$ cat config.mk
export PLATFORM = sky130hd
export DESIGN_NAME = rtc_regfile
export DESIGN_NICKNAME = d
export VERILOG_FILES = /design/src/rtl/rtc_pkg.sv /design/src/rtl/rtc_ptr_step.sv /design/src/rtl/rtc_ctrl_merge.sv /design/src/rtl/rtc_regfile.sv
export SDC_FILE = /design/constraint.sdc
export NUM_CORES = 1
export LEC_CHECK = 0
export CAP_MARGIN = 20
export CELL_PAD_IN_SITES_DETAIL_PLACEMENT = 0
export CELL_PAD_IN_SITES_GLOBAL_PLACEMENT = 1
export CORE_MARGIN = 2
export CORE_UTILIZATION = 31
export CTS_BUF_LIST = sky130_fd_sc_hd__clkbuf_8
export CTS_CLUSTER_DIAMETER = 120
export DETAILED_ROUTE_END_ITERATION = 16
export PLACE_DENSITY_LB_ADDON = 0.3
export SLEW_MARGIN = 25
export SYNTH_ARGS = -nofsm -noshare
export SYNTH_HDL_FRONTEND = slang
export SYNTH_SLANG_ARGS = --single-unit
$ cat constraint.sdc
create_clock -name clk -period 7.25 [get_ports clk]
set_input_delay 2.175 -clock clk [delete_from_list [all_inputs] [get_ports clk]]
set_output_delay 2.175 -clock clk [all_outputs]
set_load 0.02 [all_outputs]
$ cat src/rtl/rtc_pkg.sv
package rtc_pkg;
    localparam int RTC_ADDR_W    = 6;
    localparam int RTC_NUM_TIME  = 7;
    localparam int RTC_CTRL_ADDR = 7;
    localparam logic [7:0] RTC_CTRL_KEEP = 8'hB3;
    localparam int RTC_OSF_BIT   = 5;
endpackage

$ cat src/rtl/rtc_ptr_step.sv
module rtc_ptr_step #(
    parameter int ADDR_W = 6
) (
    input  logic [ADDR_W-1:0] ptr,
    output logic [ADDR_W-1:0] ptr_next,
    output logic              wraps
);
    always_comb begin
        ptr_next = ptr + ADDR_W'(1);
        wraps    = (ptr == {ADDR_W{1'b1}});
    end
endmodule

$ cat src/rtl/rtc_ctrl_merge.sv
module rtc_ctrl_merge #(
    parameter logic [7:0] KEEP    = 8'hB3,
    parameter int         OSF_BIT = 5
) (
    input  logic [7:0] cur,
    input  logic [7:0] wdata,
    input  logic       we,
    input  logic       flag_set,
    output logic [7:0] nxt
);
    localparam logic [7:0] OSF_MASK = 8'(1) << OSF_BIT;

    always_comb begin
        nxt = cur;
        if (we) begin
            nxt = (wdata & KEEP & ~OSF_MASK) | (wdata & cur & OSF_MASK);
        end
        if (flag_set) begin
            nxt = nxt | OSF_MASK;
        end
    end
endmodule

$ cat src/rtl/rtc_regfile.sv
module rtc_regfile
    import rtc_pkg::*;
#(
    parameter int ADDR_W    = RTC_ADDR_W,
    parameter int NUM_TIME  = RTC_NUM_TIME,
    parameter int CTRL_ADDR = RTC_CTRL_ADDR
) (
    input  logic                  clk,
    input  logic                  rst_n,
    input  logic                  ev_start_wr,
    input  logic                  ev_start_rd,
    input  logic                  ev_wr_valid,
    input  logic [7:0]            ev_wr_byte,
    input  logic                  ev_rd_req,
    output logic [7:0]            rd_byte,
    input  logic [NUM_TIME*8-1:0] live_time,
    input  logic                  osc_stop_set,
    output logic                  load_valid,
    output logic [2:0]            load_field,
    output logic [7:0]            load_byte
);
    localparam int DEPTH = 1 << ADDR_W;

    typedef struct packed {
        logic [DEPTH-1:0][7:0] mem;
        logic [ADDR_W-1:0]     ptr;
        logic                  pend;
    } state_t;

    state_t st_d, st_q;

    logic [ADDR_W-1:0] ptr_inc;
    logic              ptr_wraps;
    logic [7:0]        ctrl_nxt;
    logic              data_phase;
    logic              advance;
    logic              capture;
    logic              ctrl_we;

    // observation nets for the bound checker
    logic [ADDR_W-1:0]     ptr_q;
    logic                  pend_q;
    logic [7:0]            ctrl_q;
    logic [NUM_TIME*8-1:0] shadow_q;

    rtc_ptr_step #(.ADDR_W(ADDR_W)) u_step (
        .ptr      (st_q.ptr),
        .ptr_next (ptr_inc),
        .wraps    (ptr_wraps)
    );

    rtc_ctrl_merge #(.KEEP(RTC_CTRL_KEEP), .OSF_BIT(RTC_OSF_BIT)) u_ctrl (
        .cur      (st_q.mem[CTRL_ADDR]),
        .wdata    (ev_wr_byte),
        .we       (ctrl_we),
        .flag_set (osc_stop_set),
        .nxt      (ctrl_nxt)
    );

    assign data_phase = ev_wr_valid && !st_q.pend;
    assign advance    = ev_rd_req || data_phase;
    assign capture    = ev_start_rd || (advance && ptr_wraps);
    assign ctrl_we    = data_phase && (st_q.ptr == ADDR_W'(CTRL_ADDR));

    always_comb begin
        st_d = st_q;
        if (ev_start_wr) begin
            st_d.pend = 1'b1;
        end
        if (ev_wr_valid && st_q.pend) begin
            st_d.ptr  = ev_wr_byte[ADDR_W-1:0];
            st_d.pend = 1'b0;
        end else if (advance) begin
            st_d.ptr = ptr_inc;
        end
        if (data_phase && (st_q.ptr >= ADDR_W'(NUM_TIME))
            && (st_q.ptr != ADDR_W'(CTRL_ADDR))) begin
            st_d.mem[st_q.ptr] = ev_wr_byte;
        end
        st_d.mem[CTRL_ADDR] = ctrl_nxt;
        if (capture) begin
            for (int i = 0; i < NUM_TIME; i++) begin
                st_d.mem[i] = live_time[i*8 +: 8];
            end
        end
    end

    always_ff @(posedge clk) begin
        if (!rst_n) begin
            st_q <= '0;
        end else begin
            st_q <= st_d;
        end
    end

    assign rd_byte    = st_q.mem[st_q.ptr];
    assign load_valid = data_phase && (st_q.ptr < ADDR_W'(NUM_TIME));
    assign load_field = st_q.ptr[2:0];
    assign load_byte  = ev_wr_byte;

    assign ptr_q  = st_q.ptr;
    assign pend_q = st_q.pend;
    assign ctrl_q = st_q.mem[CTRL_ADDR];

    generate
        for (genvar g = 0; g < NUM_TIME; g++) begin : g_shadow
            assign shadow_q[g*8 +: 8] = st_q.mem[g];
        end
    endgenerate
endmodule

==> metrics.csv <==
stage;metric;value;unit
setup_path;Crit. End Element;output port;
grt;vias in the first global route;22365;
floorplan;Core Area;78610;um2
routing;Wirelength per Cell;24.55;um
sta;RSZ-0062 raised after global routing;false;
clock_network;post_cts resized;0;
sta;Setup TNS Final;0;ps
setup_path;worst setup path class;register to output port;
sta;Worst Tran Pin Value;981.4;ps
clock_network;postcts setup bufs;0;
sta;Final Hold Vio Count;0;
setup_path;CP peak stage delay;850;ps
floorplan;Chip Height;285.1;um
sta;final worst clock skew;44.80;ps
power;Pwr Density;234.5;nW/um2
outcome;status;finished, final reports clean;
grt;initial antenna violation count;4;
floorplan;# IOs;91;
grt;gr ovfl total;0;
setup_path;R2R Setup Slk;3530;ps
sta;final setup vio count;0;
clock_network;CTS sink cnt;516;
clock_network;CTS clk-pin slew, worst paths;70;ps
power;Power Total;6.570;mW
yosys;async set or reset register ratio after synthesis;0;%
run;Max Cap Viol;0;
grt;GRT Overall Usage;23.63;%
floorplan;chip width;285.1;um
power;Leak Pwr;8.850;nW
setup_path;Worst EP required;5080;ps
floorplan;FP Rows;103;
final_layout;Nets;2973;
yosys;syn nets;3026;
placement;DP Cell Count;3855;
final_layout;most frequent cells in the layout;nand2_1, dfxtp_1, a21boi_0;
routing;antenna-violating nets left;0;
grt;pin count of the biggest net entering global routing;206;
sta;Max Freq;147.2;MHz
setup_path;Worst Reg-to-Reg Cells;8;
setup_path;Top delay family on crit path;buffers and inverters;
setup_path;CP Launch Type;register;
placement;Buffers on Ports;90;
yosys;number of synthesized flops with an enable pin;0;
sta;Slew Viols, Final;0;
final_layout;Area growth syn-to-layout;14.36;%
final_layout;Final Util;35.64;%
final_layout;Filler cells;8175;
setup_path;Crit path arrival time;4620;ps
clock_network;CTS root buffer;clkbuf_8;
routing;first drt pass iteration count;7;
yosys;Mapped Cells;2954;
routing;Via density;5.751;
setup_path;path length in cells of the critical path;7;
yosys;Avg Inst Size Synth;8.295;um2
setup_path;CP max FO;45;
worst_hold_path;Hold/Removal Path Class;register to register;
power;Max VDD drop;0.1060;mV
clock_network;CTS tree;yes;
setup_path;Cell Chain, Critical Path;inv_2, buf_4, a221oi_1, o22ai_1, a222oi_1, nand4_1, clkdlybuf4s50_1;
placement;Post-DP HPWL;59870;um
routing;number of remaining DRC errors;0;
routing;routed vias;23144;
clock_network;Post-CTS Hold Fix Bufs;0;
grt;first-pass GRT wire length;147400;um
final_layout;commonest non-fill, non-tap cell in the layout;nand2_1;
sta;post-layout min period;6792;ps
final_layout;Non-Filler Cell Area, Final;28020;um2
sta;fin crit share;93.68;%
clock_network;CTS Buf Count;94;
clock_network;H-tree Lvls;3;
yosys;top_reg_cell synth;dfxtp_1;
floorplan;die area;81300;um2
yosys;Synth cell types;66;
yosys;post-synthesis sequential area ratio;42.16;%
yosys;Yosys reg bits;516;
sta;relative slew slack;34.57;%
placement;routability cong.;0.8295;
floorplan;Initial Util;31.17;%
final_layout;Non-Filler Instances;4024;
final_layout;ratio of cells with drive above 1 in the final layout;10.97;%
placement;Placed Area;26110;um2
setup_path;Worst path slowest cell;dfxtp_4;
clock_network;Clk Latency, worst-skew pair;720;ps
yosys;yosys warns;0;
yosys;cell area after synthesis;24500;um2
worst_hold_path;Hold Crit Depth;2;
routing;1st-iter DRT viols;2420;
clock_network;Clock Path Buffers;3;
setup_path;Crit path buffers/inverters;3;
routing;final WL;98800;um
==> area by class of cell <==
type                       count  area, um2  area share [%]
multi-input combinational   2108      12830           45.80
sequential                   516      10340           36.91
clock buffer                 117       1610           5.747
timing repair buffer         178       1609           5.742
tap                         1050       1314           4.689
clock inverter                50      296.5           1.058
inverter                       3      11.26         0.04019
antenna                        2      5.005         0.01786
==> worst min-delay path, cell delays in order (launching register included) <==
cell,delay (ps)
dfxtp_1,310
nand2_1,50
a21boi_1,50
==> through the flow <==
stage	hold slack [ps]	worst slack, ps
3_3_place_gp	441.5	987.0
3_5_place_dp	446.1	940.6
4_1_cts	453.8	581.5
5_1_grt	472.0	336.8
2_1_floorplan	431.6	2236
6_report	454.6	458.1
==> final timing paths <==
| path | end | start |
|---|---|---|
| setup / recovery | rd_byte[7] | ptr_q[2] |
| hold / removal | st_q[73] | st_q[73] |
| setup reg to reg | st_q[319] | ptr_q[2] |
| hold reg to reg | st_q[73] | st_q[73] |
==> sequential cells by signal (all words and copies together) (netlist names) <==
signal    cells
st_q        448
pend_q        1
shadow_q     56
ptr_q         6
ctrl_q        5
==> per-layer routing <==
layer	track usage [%]	share of wire (%)
met5	0	0.014
met4	8.024	3.1
met3	4.336	8.5
met2	36.96	45
met1	32.66	43
==> logic make-up (layout without fill, tap and decap cells) <==
family / after synthesis / count (layout) / synth area share, %
adders and majority gates: 1 / 1 / 0.05106
DFF: 516 / 516 / 42.16
and+or+nand+nor: 1150 / 1150 / 20.85
xor gates and xnor gates: 2 / 2 / 0.07150
buffers and inverters: 330 / 348 / 5.847
other: 0 / 2 / 0
AOI/OAI and AO/OA: 858 / 858 / 26.05
muxes: 97 / 97 / 4.969
==> power by group <==
| part | internal, mW | switching [mW] |
|---|---|---|
| combinational | 0.253 | 0.548 |
| sequential | 2.86 | 0.0494 |
| clock | 1.55 | 1.30 |
| total | 4.67 | 1.90 |
==> Yosys cell counts (8+ instances only) <==
library cell  number  area share (%)
buf_2             68             1.4
and3_1            10            0.26
buf_4             19            0.58
and2_1            10            0.26
mux2_2            37             1.7
nor2_1            26            0.40
a211oi_1           8            0.25
a21oi_1           17            0.35
a22oi_1           60             1.8
a21boi_0         487              15
nor2b_1           14            0.36
o21ai_0           76             1.6
buf_1             26            0.40
clkbuf_1         209             3.2
nand2b_1           9            0.23
o22ai_1           33            0.84
nand2_1          633             9.7
nand3_1          399             8.1
mux4_2            15             1.4
a21boi_1          18            0.55
and3b_1            8            0.29
o221ai_1          11            0.39
a221o_1           16            0.65
dfxtp_1          516              42
a221oi_1          81             2.9
mux2i_1           38             1.6
Note: power is estimated with default switching activity, not from simulation.
